`src/rtl/pit_cw_pkg.sv`:
```
package pit_cw_pkg;

   localparam int CW_W = 8;

   typedef enum logic [1:0] {
      ACC_FREEZE = 2'b00,
      ACC_LO     = 2'b01,
      ACC_HI     = 2'b10,
      ACC_LOHI   = 2'b11
   } acc_e;

   localparam logic [1:0] SEL_READBACK = 2'b11;

   typedef struct packed {
      logic [1:0] sel;
      acc_e       acc;
      logic [2:0] mode;
      logic       bcd;
   } cw_t;

   typedef enum logic [1:0] {
      KIND_NONE,
      KIND_STORE,
      KIND_FREEZE,
      KIND_READBACK
   } cw_kind_e;

endpackage

```
`src/rtl/pit_cw_field_split.sv`:
```
module pit_cw_field_split
   import pit_cw_pkg::*;
#(
   parameter int  DATA_W     = 8,
   parameter bit  FOLD_MODES = 1'b1
) (
   input  logic              wr,
   input  logic [DATA_W-1:0] data,
   output cw_t               fields,
   output cw_kind_e          kind,
   output logic [DATA_W-1:0] norm_word
);

   if (DATA_W != CW_W) begin : g_bad_width
      $error("pit_cw_field_split: DATA_W must equal %0d", CW_W);
   end

   assign fields = cw_t'(data);

   always_comb begin
      if (!wr)                           kind = KIND_NONE;
      else if (fields.sel == SEL_READBACK) kind = KIND_READBACK;
      else if (fields.acc == ACC_FREEZE) kind = KIND_FREEZE;
      else                               kind = KIND_STORE;
   end

   if (FOLD_MODES) begin : g_fold
      logic [2:0] mode_fix;
      always_comb begin
         mode_fix = fields.mode;
         if (fields.mode[2:1] == 2'b11) mode_fix[2] = 1'b0;
      end
      assign norm_word = {fields.sel, fields.acc, mode_fix, fields.bcd};
   end else begin : g_raw
      assign norm_word = data;
   end

endmodule

```
`src/rtl/pit_cw_chan_decode.sv`:
```
module pit_cw_chan_decode
   import pit_cw_pkg::*;
#(
   parameter int NUM_CH = 3
) (
   input  cw_t              fields,
   input  cw_kind_e         kind,
   output logic [NUM_CH-1:0] nxt_store,
   output logic [NUM_CH-1:0] nxt_cnt,
   output logic [NUM_CH-1:0] nxt_sts
);

   logic cnt_en_rb;
   logic sts_en_rb;

   assign cnt_en_rb = ~fields.acc[1];
   assign sts_en_rb = ~fields.acc[0];

   for (genvar ch = 0; ch < NUM_CH; ch++) begin : g_ch
      logic addressed;
      logic rb_pick;
      assign addressed = (fields.sel == 2'(ch));
      assign rb_pick   = (kind == KIND_READBACK) && fields.mode[ch];

      assign nxt_store[ch] = (kind == KIND_STORE)  && addressed;
      assign nxt_cnt[ch]   = ((kind == KIND_FREEZE) && addressed) ||
                             (rb_pick && cnt_en_rb);
      assign nxt_sts[ch]   = rb_pick && sts_en_rb;
   end

endmodule

```
`src/rtl/pit_cw_strobe_reg.sv`:
```
module pit_cw_strobe_reg #(
   parameter int NUM_CH = 3,
   parameter int DATA_W = 8
) (
   input  logic              clk,
   input  logic              rst_n,
   input  logic [NUM_CH-1:0] nxt_store,
   input  logic [NUM_CH-1:0] nxt_cnt,
   input  logic [NUM_CH-1:0] nxt_sts,
   input  logic [DATA_W-1:0] nxt_word,
   output logic [NUM_CH-1:0] store_q,
   output logic [NUM_CH-1:0] cnt_q,
   output logic [NUM_CH-1:0] sts_q,
   output logic [DATA_W-1:0] word_q
);

   always_ff @(posedge clk) begin
      if (!rst_n) begin
         store_q <= '0;
         cnt_q   <= '0;
         sts_q   <= '0;
         word_q  <= '0;
      end else begin
         store_q <= nxt_store;
         cnt_q   <= nxt_cnt;
         sts_q   <= nxt_sts;
         if (|nxt_store) word_q <= nxt_word;
      end
   end

endmodule

```
`src/rtl/pit_cw_decoder.sv`:
```
module pit_cw_decoder
   import pit_cw_pkg::*;
#(
   parameter int NUM_CH     = 3,
   parameter int DATA_W     = 8,
   parameter bit FOLD_MODES = 1'b1
) (
   input  logic              clk,
   input  logic              rst_n,
   input  logic              cw_wr,
   input  logic [DATA_W-1:0] cw_data,
   output logic [NUM_CH-1:0] store_stb,
   output logic [NUM_CH-1:0] cnt_latch_stb,
   output logic [NUM_CH-1:0] sts_latch_stb,
   output logic [DATA_W-1:0] store_word
);

   if (NUM_CH < 1 || NUM_CH > 3) begin : g_bad_ch
      $error("pit_cw_decoder: NUM_CH must be 1 to 3");
   end

   cw_t               fields;
   cw_kind_e          kind;
   logic [DATA_W-1:0] norm_word;
   logic [NUM_CH-1:0] nxt_store;
   logic [NUM_CH-1:0] nxt_cnt;
   logic [NUM_CH-1:0] nxt_sts;

   pit_cw_field_split #(
      .DATA_W     (DATA_W),
      .FOLD_MODES (FOLD_MODES)
   ) u_split (
      .wr        (cw_wr),
      .data      (cw_data),
      .fields    (fields),
      .kind      (kind),
      .norm_word (norm_word)
   );

   pit_cw_chan_decode #(
      .NUM_CH (NUM_CH)
   ) u_chan (
      .fields    (fields),
      .kind      (kind),
      .nxt_store (nxt_store),
      .nxt_cnt   (nxt_cnt),
      .nxt_sts   (nxt_sts)
   );

   pit_cw_strobe_reg #(
      .NUM_CH (NUM_CH),
      .DATA_W (DATA_W)
   ) u_regs (
      .clk       (clk),
      .rst_n     (rst_n),
      .nxt_store (nxt_store),
      .nxt_cnt   (nxt_cnt),
      .nxt_sts   (nxt_sts),
      .nxt_word  (norm_word),
      .store_q   (store_stb),
      .cnt_q     (cnt_latch_stb),
      .sts_q     (sts_latch_stb),
      .word_q    (store_word)
   );

endmodule

```
`config.mk`:
```
export PLATFORM = sky130hd
export DESIGN_NAME = pit_cw_decoder
export DESIGN_NICKNAME = d
export VERILOG_FILES = /design/src/rtl/pit_cw_pkg.sv /design/src/rtl/pit_cw_field_split.sv /design/src/rtl/pit_cw_chan_decode.sv /design/src/rtl/pit_cw_strobe_reg.sv /design/src/rtl/pit_cw_decoder.sv
export SDC_FILE = /design/constraint.sdc
export NUM_CORES = 1
export LEC_CHECK = 0
export BUFFER_PORTS_ARGS = -buffer_cell sky130_fd_sc_hd__buf_2
export CAP_MARGIN = 20
export CORE_ASPECT_RATIO = 0.8
export CORE_MARGIN = 2
export CORE_UTILIZATION = 51
export CTS_BUF_LIST = sky130_fd_sc_hd__clkbuf_16
export DETAILED_ROUTE_END_ITERATION = 7
export PLACE_DENSITY = 0.78
export SLEW_MARGIN = 20
export SYNTH_ARGS = -nofsm -noshare
export SYNTH_HDL_FRONTEND = slang
export SYNTH_HIERARCHICAL = 1
export SYNTH_SLANG_ARGS = --single-unit
```
`constraint.sdc`:
```
create_clock -name clk -period 3.56 [get_ports clk]
set_input_delay 0.178 -clock clk [delete_from_list [all_inputs] [get_ports clk]]
set_output_delay 0.178 -clock clk [all_outputs]
set_load 0.01 [all_outputs]
```
==> flow_metrics.env <==
export IMPL_outcome="finished clean"
export IMPL_areaGrowthSynthToFinish_pct=14.65
export IMPL_dieArea_um2=1964
export IMPL_tritoncts="done"
export IMPL_grt_pass1_wl_um=2111
export IMPL_grt_pass1_vias=457
export IMPL_gp_congestion=0.7827
export IMPL_final_area_um2=949.7
export IMPL_place_hpwl_um=999.8
export IMPL_grt_max_degree=26
export IMPL_diodes=0
export IMPL_critical_path_buf_inv_count=1
export IMPL_dpl_instance_area_um2=870.8
export IMPL_port_buffers=27
export IMPL_worst_pin_slew_ns=0.6621
export IMPL_vias=590
export IMPL_drt_wirelength_per_cell_um=11.10
export IMPL_hp_class="input pin to register"
export IMPL_clk_latency_ns=0.25
export IMPL_p_total_uw=472.1
export IMPL_crit_family="simple AND/OR/NAND/NOR gates"
export IMPL_powerDensity_nw_per_um2=497.2
export IMPL_critPathArrivalTime_ns=1.64
export IMPL_fin_crit_sh_pct=42.87
export IMPL_firstDrtPassIters=4
export IMPL_cp_start_kind="input pin"
export IMPL_crit_path_end_kind="register"
export IMPL_period_needed_ns=1.526
export IMPL_synth_cells=89
export IMPL_clockBufferDepth=2
export IMPL_hold_viol=0
export IMPL_grt_antenna_before_repair=0
export IMPL_ir_worst_vdd_v=0.0003929
export IMPL_core_rowCount=12
export IMPL_numPlacedInstances=120
export IMPL_post_cts_buffers=0
export IMPL_drt_iter0_drc=7
export IMPL_coreArea_um2=1456
export IMPL_cts_root_buffer="clkbuf_16"
export IMPL_maxSlewHeadroom_pct=55.24
export IMPL_ant_nets=0
export IMPL_cpMaxStageDelayCell="nor4b_1"
export IMPL_routed_wl_um=1377
export IMPL_synthesis_nets=100
export IMPL_drive_gt1_share_pct=33.01
export IMPL_finalWorstSetupSlack_ns=2.034
export IMPL_grt_overflow_total=0
export IMPL_grt_total_usage_pct=15.21
export IMPL_netlist_area_um2=828.3
export IMPL_crit_chain="buf_2 -> o2bb2ai_1 -> and2_1 -> nor4b_1 -> nor3_4 -> mux2i_1"
export IMPL_p_leak_uw=0.0004742
export IMPL_maxCapViolCount=0
export IMPL_ctsHoldBuffers=0
export IMPL_viasPerCell=4.758
export IMPL_die_h_um=40.05
export IMPL_slowest_delay_ns=0.63
export IMPL_numCtsBuffers=3
export IMPL_cp_max_fo=8
export IMPL_clk_pin_slew_ns=0.05
export IMPL_fmax_ghz=0.6553
export IMPL_ys_warnings_count=6
export IMPL_nNetsFinal=115
export IMPL_timing_final_max_slew_violations=0
export IMPL_critical_path_class="input pin to register"
export IMPL_setup_tns_ns=0
export IMPL_start_util_pct=56.87
export IMPL_cts_resized=0
export IMPL_fin_worst_skew_ns=0
export IMPL_route_detailed_drc=0
export IMPL_cts_sinks=17
export IMPL_worstPathRequired_ns=3.67
export IMPL_grt_setup_unrepaired="no"
export IMPL_die_w_um=49.06
export IMPL_finalSetupViolCount=0
export IMPL_cts_max_level=1
export IMPL_ioPinCount=28
export IMPL_dpl_worst_slack_ns=1.766
export IMPL_final_cells=124
export IMPL_synth_area_per_cell_um2=9.307
## layout by cell type, fill, tap and decap left out
cell	instances
mux2i_1	8
clkbuf_16	3
o2bb2ai_1	1
nor4b_1	2
nand2b_1	4
o32ai_2	1
nand2_1	17
nor3b_1	3
inv_1	3
a211oi_2	1
o32ai_1	2
dfxtp_1	17
buf_2	27
nor3_1	1
and2_1	9
nor2b_1	2
nor3_4	1
and2_2	1
## final timing paths
path / from / end / slack (ns) / cells past startpoint
setup / recovery: cw_data[7] / u_regs/word_q[6] / 2.03 / 6
hold / removal: cw_data[0] / u_regs/word_q[0] / 0.17 / 3
setup reg to reg: u_regs/word_q[6] / u_regs/word_q[6] / 2.94 / 2
hold reg to reg: u_regs/word_q[2] / u_regs/word_q[2] / 0.46 / 2
## metrics by stage
stage	util, %	hold slack (ns)
after floorplan	-	0.3457
after global placement	59.79	0.4218
after detailed placement	59.79	0.4303
after CTS	65.21	0.1661
after global routing	65.21	0.1764
final	65.21	0.1742
## power by group
group | internal (uW) | switching [uW]
Clock | 149 | 69.6
Combinational | 23.1 | 29.4
Sequential | 198 | 2.86
Total | 370 | 102
## routing by layer
layer  GRT usage, %  vias up  wire [um]
li1               -      306          -
met1          18.37      264        599
met2          24.32       20        681
met3          5.597        0         95
met4          8.571        0          0
met5              0        -          0
## registers in the layout, indices dropped and copies added, names as in the netlist
register / count
u_regs/word_q: 8
u_regs/cnt_q: 3
u_regs/store_q: 3
u_regs/sts_q: 3
## worst reg2reg max path: cells and delay by family, from the launching register on
kind,cells,cell delay (ns)
and+or+nand+nor,1,0.05
DFF,1,0.33
muxes,1,0.16
## layout make-up
class	instances	area, um^2
flip-flops and latches	17	340.3
repair buffers	27	135.1
well taps	21	26.28
fillers	130	506.7
multi-input cells	53	361.6
inverters	2	7.507
clock buffers	3	75.07
clock inverters	1	3.754
Power figures use the tool's default switching activity.
